## src/rtl/gpio_irq_pkg.sv

```systemverilog
package gpio_irq_pkg;

  // Field selected by the low address bits inside one bank window.
  typedef enum logic [2:0] {
    FLD_NONE,
    FLD_MASK_RD,   // read-only mask view
    FLD_UNMASK,    // write 1 to unmask
    FLD_MASK_SET,  // write 1 to mask
    FLD_PEND,      // pending bits, write 1 to clear
    FLD_KIND,      // 1 = edge, 0 = level
    FLD_LEVEL,     // active level / edge direction
    FLD_BOTH       // both edges when edge sensing
  } fld_e;

  function automatic logic in_window(input logic [31:0] addr, input logic [31:0] base,
                                     input logic [31:0] banks, input logic [31:0] stride);
    return (addr >= base) && (addr < base + banks * stride);
  endfunction

  function automatic logic [31:0] bank_of(input logic [31:0] addr, input logic [31:0] base,
                                          input logic [31:0] stride);
    return (addr - base) / stride;
  endfunction

  function automatic fld_e field_of(input logic [31:0] addr, input logic [31:0] base,
                                    input logic [31:0] stride);
    logic [31:0] ofs;
    ofs = (addr - base) % stride;
    case (ofs)
      32'h0C:  return FLD_MASK_RD;
      32'h10:  return FLD_UNMASK;
      32'h14:  return FLD_MASK_SET;
      32'h18:  return FLD_PEND;
      32'h1C:  return FLD_KIND;
      32'h20:  return FLD_LEVEL;
      32'h24:  return FLD_BOTH;
      default: return FLD_NONE;
    endcase
  endfunction

endpackage

```

## src/rtl/gpio_irq_trigger.sv

```systemverilog
module gpio_irq_trigger #(
  parameter int unsigned PINS = 32
) (
  input  logic            clk,
  input  logic            rst_n,
  input  logic [PINS-1:0] pin,
  input  logic [PINS-1:0] kind,
  input  logic [PINS-1:0] lvl,
  input  logic [PINS-1:0] both,
  output logic [PINS-1:0] hit
);

  logic [PINS-1:0] prev;
  logic [PINS-1:0] rise;
  logic [PINS-1:0] fall;

  // Per-pin trigger decision from the mode bits and the two samples.
  function automatic logic sense(input logic k, input logic l, input logic b,
                                 input logic r, input logic f, input logic cur);
    if (!k)     return cur == l;
    else if (b) return r | f;
    else        return l ? r : f;
  endfunction

  always_ff @(posedge clk or negedge rst_n) begin
    if (!rst_n) prev <= '0;
    else        prev <= pin;
  end

  assign rise = pin & ~prev;
  assign fall = ~pin & prev;

  for (genvar i = 0; i < PINS; i++) begin : g_pin
    assign hit[i] = sense(kind[i], lvl[i], both[i], rise[i], fall[i], pin[i]);
  end

endmodule

```

## src/rtl/gpio_irq_bank.sv

```systemverilog
module gpio_irq_bank
  import gpio_irq_pkg::*;
#(
  parameter int unsigned PINS = 32
) (
  input  logic            clk,
  input  logic            rst_n,
  input  logic [PINS-1:0] pin,
  input  logic            sel,
  input  fld_e            wr_fld,
  input  logic [PINS-1:0] wr_val,
  input  fld_e            rd_fld,
  output logic [PINS-1:0] rd_val,
  output logic [PINS-1:0] pend_o,
  output logic [PINS-1:0] msk_o,
  output logic [PINS-1:0] hit_o,
  output logic [PINS-1:0] clr_o,
  output logic [PINS-1:0] unm_o,
  output logic [PINS-1:0] mset_o
);

  logic [PINS-1:0] pend, msk, kind, lvl, both, hit;

  assign clr_o  = (sel && wr_fld == FLD_PEND)     ? wr_val : '0;
  assign unm_o  = (sel && wr_fld == FLD_UNMASK)   ? wr_val : '0;
  assign mset_o = (sel && wr_fld == FLD_MASK_SET) ? wr_val : '0;

  gpio_irq_trigger #(.PINS(PINS)) u_trig (
    .clk  (clk),
    .rst_n(rst_n),
    .pin  (pin),
    .kind (kind),
    .lvl  (lvl),
    .both (both),
    .hit  (hit)
  );

  always_ff @(posedge clk or negedge rst_n) begin
    if (!rst_n) begin
      pend <= '0;
      msk  <= '1;
      kind <= '0;
      lvl  <= '0;
      both <= '0;
    end else begin
      // a fresh event outranks a same-cycle clear
      pend <= (pend & ~clr_o) | hit;
      msk  <= (msk & ~unm_o) | mset_o;
      if (sel && wr_fld == FLD_KIND)  kind <= wr_val;
      if (sel && wr_fld == FLD_LEVEL) lvl  <= wr_val;
      if (sel && wr_fld == FLD_BOTH)  both <= wr_val;
    end
  end

  always_comb begin
    case (rd_fld)
      FLD_MASK_RD: rd_val = msk;
      FLD_PEND:    rd_val = pend;
      FLD_KIND:    rd_val = kind;
      FLD_LEVEL:   rd_val = lvl;
      FLD_BOTH:    rd_val = both;
      default:     rd_val = '0;
    endcase
  end

  assign pend_o = pend;
  assign msk_o  = msk;
  assign hit_o  = hit;

endmodule

```

## src/rtl/gpio_irq_detect.sv

```systemverilog
module gpio_irq_detect
  import gpio_irq_pkg::*;
#(
  parameter int unsigned NUM_BANKS   = 4,
  parameter int unsigned PINS        = 32,
  parameter int unsigned ADDR_W      = 10,
  parameter int unsigned BANK_BASE   = 32'h200,
  parameter int unsigned BANK_STRIDE = 32'h40
) (
  input  logic                      clk,
  input  logic                      rst_n,
  input  logic [NUM_BANKS*PINS-1:0] pin_sync,
  input  logic                      wr_en,
  input  logic [ADDR_W-1:0]         wr_addr,
  input  logic [31:0]               wr_data,
  input  logic [ADDR_W-1:0]         rd_addr,
  output logic [31:0]               rd_data,
  output logic                      irq
);

  localparam int unsigned TOTAL = NUM_BANKS * PINS;

  fld_e        wr_fld, rd_fld;
  logic [31:0] wr_bank, rd_bank;
  logic        wr_in, rd_in;

  always_comb begin
    wr_in   = in_window(32'(wr_addr), BANK_BASE, NUM_BANKS, BANK_STRIDE);
    rd_in   = in_window(32'(rd_addr), BANK_BASE, NUM_BANKS, BANK_STRIDE);
    wr_bank = bank_of(32'(wr_addr), BANK_BASE, BANK_STRIDE);
    rd_bank = bank_of(32'(rd_addr), BANK_BASE, BANK_STRIDE);
    wr_fld  = field_of(32'(wr_addr), BANK_BASE, BANK_STRIDE);
    rd_fld  = field_of(32'(rd_addr), BANK_BASE, BANK_STRIDE);
  end

  // Flattened per-pin views, named for the checker.
  logic [TOTAL-1:0] pend_all, msk_all, hit_all, clr_all, unm_all, mset_all;
  logic [PINS-1:0]  rd_part [NUM_BANKS];
  logic [NUM_BANKS-1:0] bank_req;

  for (genvar b = 0; b < NUM_BANKS; b++) begin : g_bank
    logic            sel;
    logic [PINS-1:0] rd_val;
    assign sel = wr_en && wr_in && (wr_bank == 32'(b));

    gpio_irq_bank #(.PINS(PINS)) u_bank (
      .clk   (clk),
      .rst_n (rst_n),
      .pin   (pin_sync[b*PINS +: PINS]),
      .sel   (sel),
      .wr_fld(wr_fld),
      .wr_val(wr_data[PINS-1:0]),
      .rd_fld(rd_fld),
      .rd_val(rd_val),
      .pend_o(pend_all[b*PINS +: PINS]),
      .msk_o (msk_all[b*PINS +: PINS]),
      .hit_o (hit_all[b*PINS +: PINS]),
      .clr_o (clr_all[b*PINS +: PINS]),
      .unm_o (unm_all[b*PINS +: PINS]),
      .mset_o(mset_all[b*PINS +: PINS])
    );

    assign rd_part[b]  = (rd_in && rd_bank == 32'(b)) ? rd_val : '0;
    assign bank_req[b] = |(pend_all[b*PINS +: PINS] & ~msk_all[b*PINS +: PINS]);
  end

  always_comb begin
    logic [PINS-1:0] acc;
    acc = '0;
    for (int b = 0; b < NUM_BANKS; b++) acc |= rd_part[b];
    rd_data = 32'(acc);
  end

  assign irq = |bank_req;

endmodule

```

## config.mk

```make
export PLATFORM = sky130hd
export DESIGN_NAME = gpio_irq_detect
export DESIGN_NICKNAME = d
export VERILOG_FILES = /design/src/rtl/gpio_irq_pkg.sv /design/src/rtl/gpio_irq_trigger.sv /design/src/rtl/gpio_irq_bank.sv /design/src/rtl/gpio_irq_detect.sv
export SDC_FILE = /design/constraint.sdc
export NUM_CORES = 1
export LEC_CHECK = 0
export ABC_AREA = 1
export BUFFER_PORTS_ARGS = -buffer_cell sky130_fd_sc_hd__buf_2
export CORE_MARGIN = 4
export CORE_UTILIZATION = 30
export DETAILED_ROUTE_END_ITERATION = 7
export HOLD_SLACK_MARGIN = 0.1
export SLEW_MARGIN = 20
export SYNTH_ARGS = -nofsm -noshare
export SYNTH_HDL_FRONTEND = slang
export SYNTH_SLANG_ARGS = --single-unit
```

## constraint.sdc

```tcl
create_clock -name clk -period 2.15 [get_ports clk]
set_input_delay 0.3225 -clock clk [delete_from_list [all_inputs] [get_ports clk]]
set_output_delay 0.3225 -clock clk [all_outputs]
set_load 0.02 [all_outputs]
```

==> flow_summary_export.csv <==
group,metric,value,unit
status,outcome,"complete, but fails checks",
status,violations,"setup timing",
synth,synthSimpleGateAreaFrac,19.7,%
power_and_ir_drop,switching_power,0.00851,W
route,wl_per_cell,21.0,um
timing,min_period_over_period,129,%
die,die_w,384,um
clock_network,cts_made_buffers,90,
grt,antenna_found_initial,24,
synth,ys_seq_area_share,45.6,%
grt,grt.total_usage,21.0,%
synth,synth_compound_area_share,15.5,%
timing,layout_setup_ws,-627,ps
clock_network,tritoncts,"built",
die,rows,137,
timing,clock_skew,28.4,ps
cells_and_area,fin_area,54000,um^2
worst_setup_path,crit_chain,"inv_1 > nand2_1 > nand2_1 > nor2_4 > nand4_1 > nor2_4 > nand2_2 > nor2_4 > nand2_4 > buf_6",
worst_setup_path,slowest_stage,"dfstp_2",
worst_setup_path,critical_path_class,"reg2out",
synth,yosys.area.top_type,"dfrtp_1",
synth,ys_seq_elements,768,
die,fp.coreArea,140000,um^2
worst_setup_path,crit_arrival,2450,ps
power_and_ir_drop,sw_frac_of_total,25.5,%
clock_network,worstSkewPairLatency,670,ps
synth,syn_area_per_cell,8.11,um^2
power_and_ir_drop,pwr-share-clk,46.1,%
cells_and_area,fillers,14200,
power_and_ir_drop,seqPwrFrac,44.9,%
timing,rsz0062_at_grt,"true",
cells_and_area,drive_gt1_share,19.6,%
synth,synthAdderAreaFrac,7.53,%
synth,synth-async-reset-ratio,100,%
synth,yosys.area.top_type_share,37.7,%
timing,maxSlewHeadroom,48.4,%
synth,synth.distinct_cells,28,
power_and_ir_drop,p_leak,24.4,nW
worst_setup_path,path_common_cell,"nor2_4",
synth,synth_mux_area_share,2.83,%
cells_and_area,utilization,38.5,%
timing,worstMarginPinSlew,774,ps
synth,synth-edff-count,0,
synth,synth_common_cells,"o21ai_0 (996), nand2_1 (811), dfrtp_1 (640)",
grt,overflow,0,
synth,synth_area_leaders,"dfrtp_1 (38%), o21ai_0 (12%), dfstp_2 (7.9%)",
cells_and_area,final_cells,7647,
die,die_y,384,um
route,drcViolationCount,0,
place,dpl.hpwl,102000,um
timing,max_freq,360,MHz
die,die_area,148000,um^2
worst_setup_path,slowest_delay,520,ps
timing,setup_viol,33,
power_and_ir_drop,p_comb_share,8.9,%
route,viasPerCell,5.19,
grt,grt_pass1_wl,240000,um
synth,syn-instance-count,5241,
power_and_ir_drop,vdd_drop_max,0.000592,V
place,dpl_cell_area,47600,um^2
clock_network,cts_root_buffer,"clkbuf_16",
synth,synth_area,42500,um^2
die,io-pin-count,216,
place,dp_cells,7279,
worst_setup_path,end_kind,"primary output",
route,via_count,39700,
power_and_ir_drop,powerDensity,618,nW/um^2
cells_and_area,fin_nets,6130,
worst_setup_path,required,1830,ps
synth,synthXorXnorAreaFrac,0.906,%
worst_setup_path,path_max_fanout,2,
power_and_ir_drop,intPower,0.0248,W
grt,grt_max_degree,82,
timing,slew_violations,0,
timing,fin_tns_setup,-5960,ps
cells_and_area,area_growth,26.9,%
worst_setup_path,crit_path_start_kind,"register",
clock_network,cts.sinks,768,
synth,yosysWarnings,0,
timing,hold_viol_final,0,
timing,period_minus_slack,2780,ps
clock_network,clk_path_buf_depth,3,
run,drv_cap,0,
route,drt_iter0_markers,3827,
place,gp_congestion,0.845,
synth,ys.flop_type,"dfrtp_1",
worst_hold_path,hold_class,"in2reg",
clock_network,cts_max_level,3,
synth,yosysMostFrequentCell,"o21ai_0",
synth,synth_top_family_by_area,"simple AND/OR/NAND/NOR gates",
route,drt-total-wl,160000,um
synth,synth_nets,5680,
route,antenna_left,0,
route,drtPass1Iterations,5,
clock_network,clk_pin_slew,60,ps
place,io_buffers,215,
die,initial_core_util,30.3,%
grt,grt_pass1_vias,38400,
[routing by layer]
metal  track usage [%]  vias up  wire length [um]
met2              33.4     1611             72300
met1              28.8    19300             69400
li1                  -    18400                 -
met5                 0        -                48
met4              7.56        8              5910
met3              3.27      352             12700
[kinds of logic after synthesis]
logic type      after synthesis
compound gates             1269
fa+ha+maj                   256
xor+xnor                     44
simple gates               1926
flops                       768
mux                         107
buf+inv                     871
[power by group through the flow]
stage	Clock, W	Sequential [W]	Combinational [W]
final	0.0154	0.0150	0.00298
after global routing	0.0162	0.0150	0.00328
after CTS	0.0156	0.0150	0.00286
after detailed placement	0	0.0152	0.00251
after global placement	0	0.0152	0.00244
after floorplan	0	0.0152	0.00115
[what timing repair did]
action,CTS,global route
endpoints found under the setup margin,33,33
hold buffers,129,0
pin swaps,118,136
resized for setup,273,154
gates cloned,6,12
hold endpoints to repair,568,0
setup buffers,37,19
[final cells by class]
type	instances	area (um^2)	share of cell area (%)
inverter	564	2120	3.93
tap	1876	2350	4.35
multi-input combinational	3602	20500	38.0
sequential	768	19400	35.9
antenna	6	15.0	0.0278
clock buffer	141	2560	4.75
clock inverter	25	344	0.638
timing repair buffer	665	6680	12.4
[state kept, by name, summed over array words and instances, names as in the netlist]
signal                     cells
g_bank.u_bank.both           128
g_bank.u_bank.kind           128
g_bank.u_bank.lvl            128
g_bank.u_bank.msk_o          128
g_bank.u_bank.pend_o         128
g_bank.u_bank.u_trig.prev    128
[cells in the final DEF (no fill, tap or decap), types with 10 or more instances in the layout]
cell           instances
o21ai_0              929
nand2_1              766
dfrtp_1              640
inv_1                549
nand3_1              493
nor2_1               342
ha_1                 256
buf_2                178
buf_4                166
nand4_1              135
dlygate4sd3_1        129
dfstp_2              128
a21oi_1              109
mux2_2               107
clkbuf_16            101
o21ai_1               95
buf_12                94
buf_6                 74
o211ai_1              62
nor2_2                52
nand2_2               45
clkbuf_1              40
o22ai_1               28
nand3_2               27
o21ai_2               26
or2_2                 25
xor2_1                24
xnor2_1               20
nor2_4                17
o21bai_1              14
inv_2                 14
nand2_4               12
clkinv_2              12
clkbuf_8              10
[metrics by stage]
step	total power [W]	worst slack, ps	hold WS, ps
global route	0.0345	-723	144
detailed placement	0.0177	-351	301
CTS	0.0334	-665	109
global placement	0.0177	-335	312
floorplan	0.0163	293	26.9
finish	0.0333	-627	144
[worst max-delay path, delay by kind of cell (launching register included)]
kind          cells  cell delay (ps)
flops             1              520
buf+inv           2              180
simple gates      8             1070
[final timing paths]
check,to,depth (start not counted),startpoint,slack [ps]
worst min-delay path,g_bank[0].u_bank.kind[18],4,wr_data[18],140
worst max register to register,g_bank[2].u_bank.pend_o[24],5,g_bank[2].u_bank.u_trig.prev[24],870
worst min register to register,g_bank[1].u_bank.kind[13],2,g_bank[1].u_bank.kind[13],480
min in group asynchronous,g_bank[3].u_bank.u_trig.prev[19],2,rst_n,190
max in group asynchronous,g_bank[2].u_bank.msk_o[7],3,rst_n,1030
worst max-delay path,irq,10,g_bank[1].u_bank.msk_o[9],-630
(Power assumes the default switching activity.)
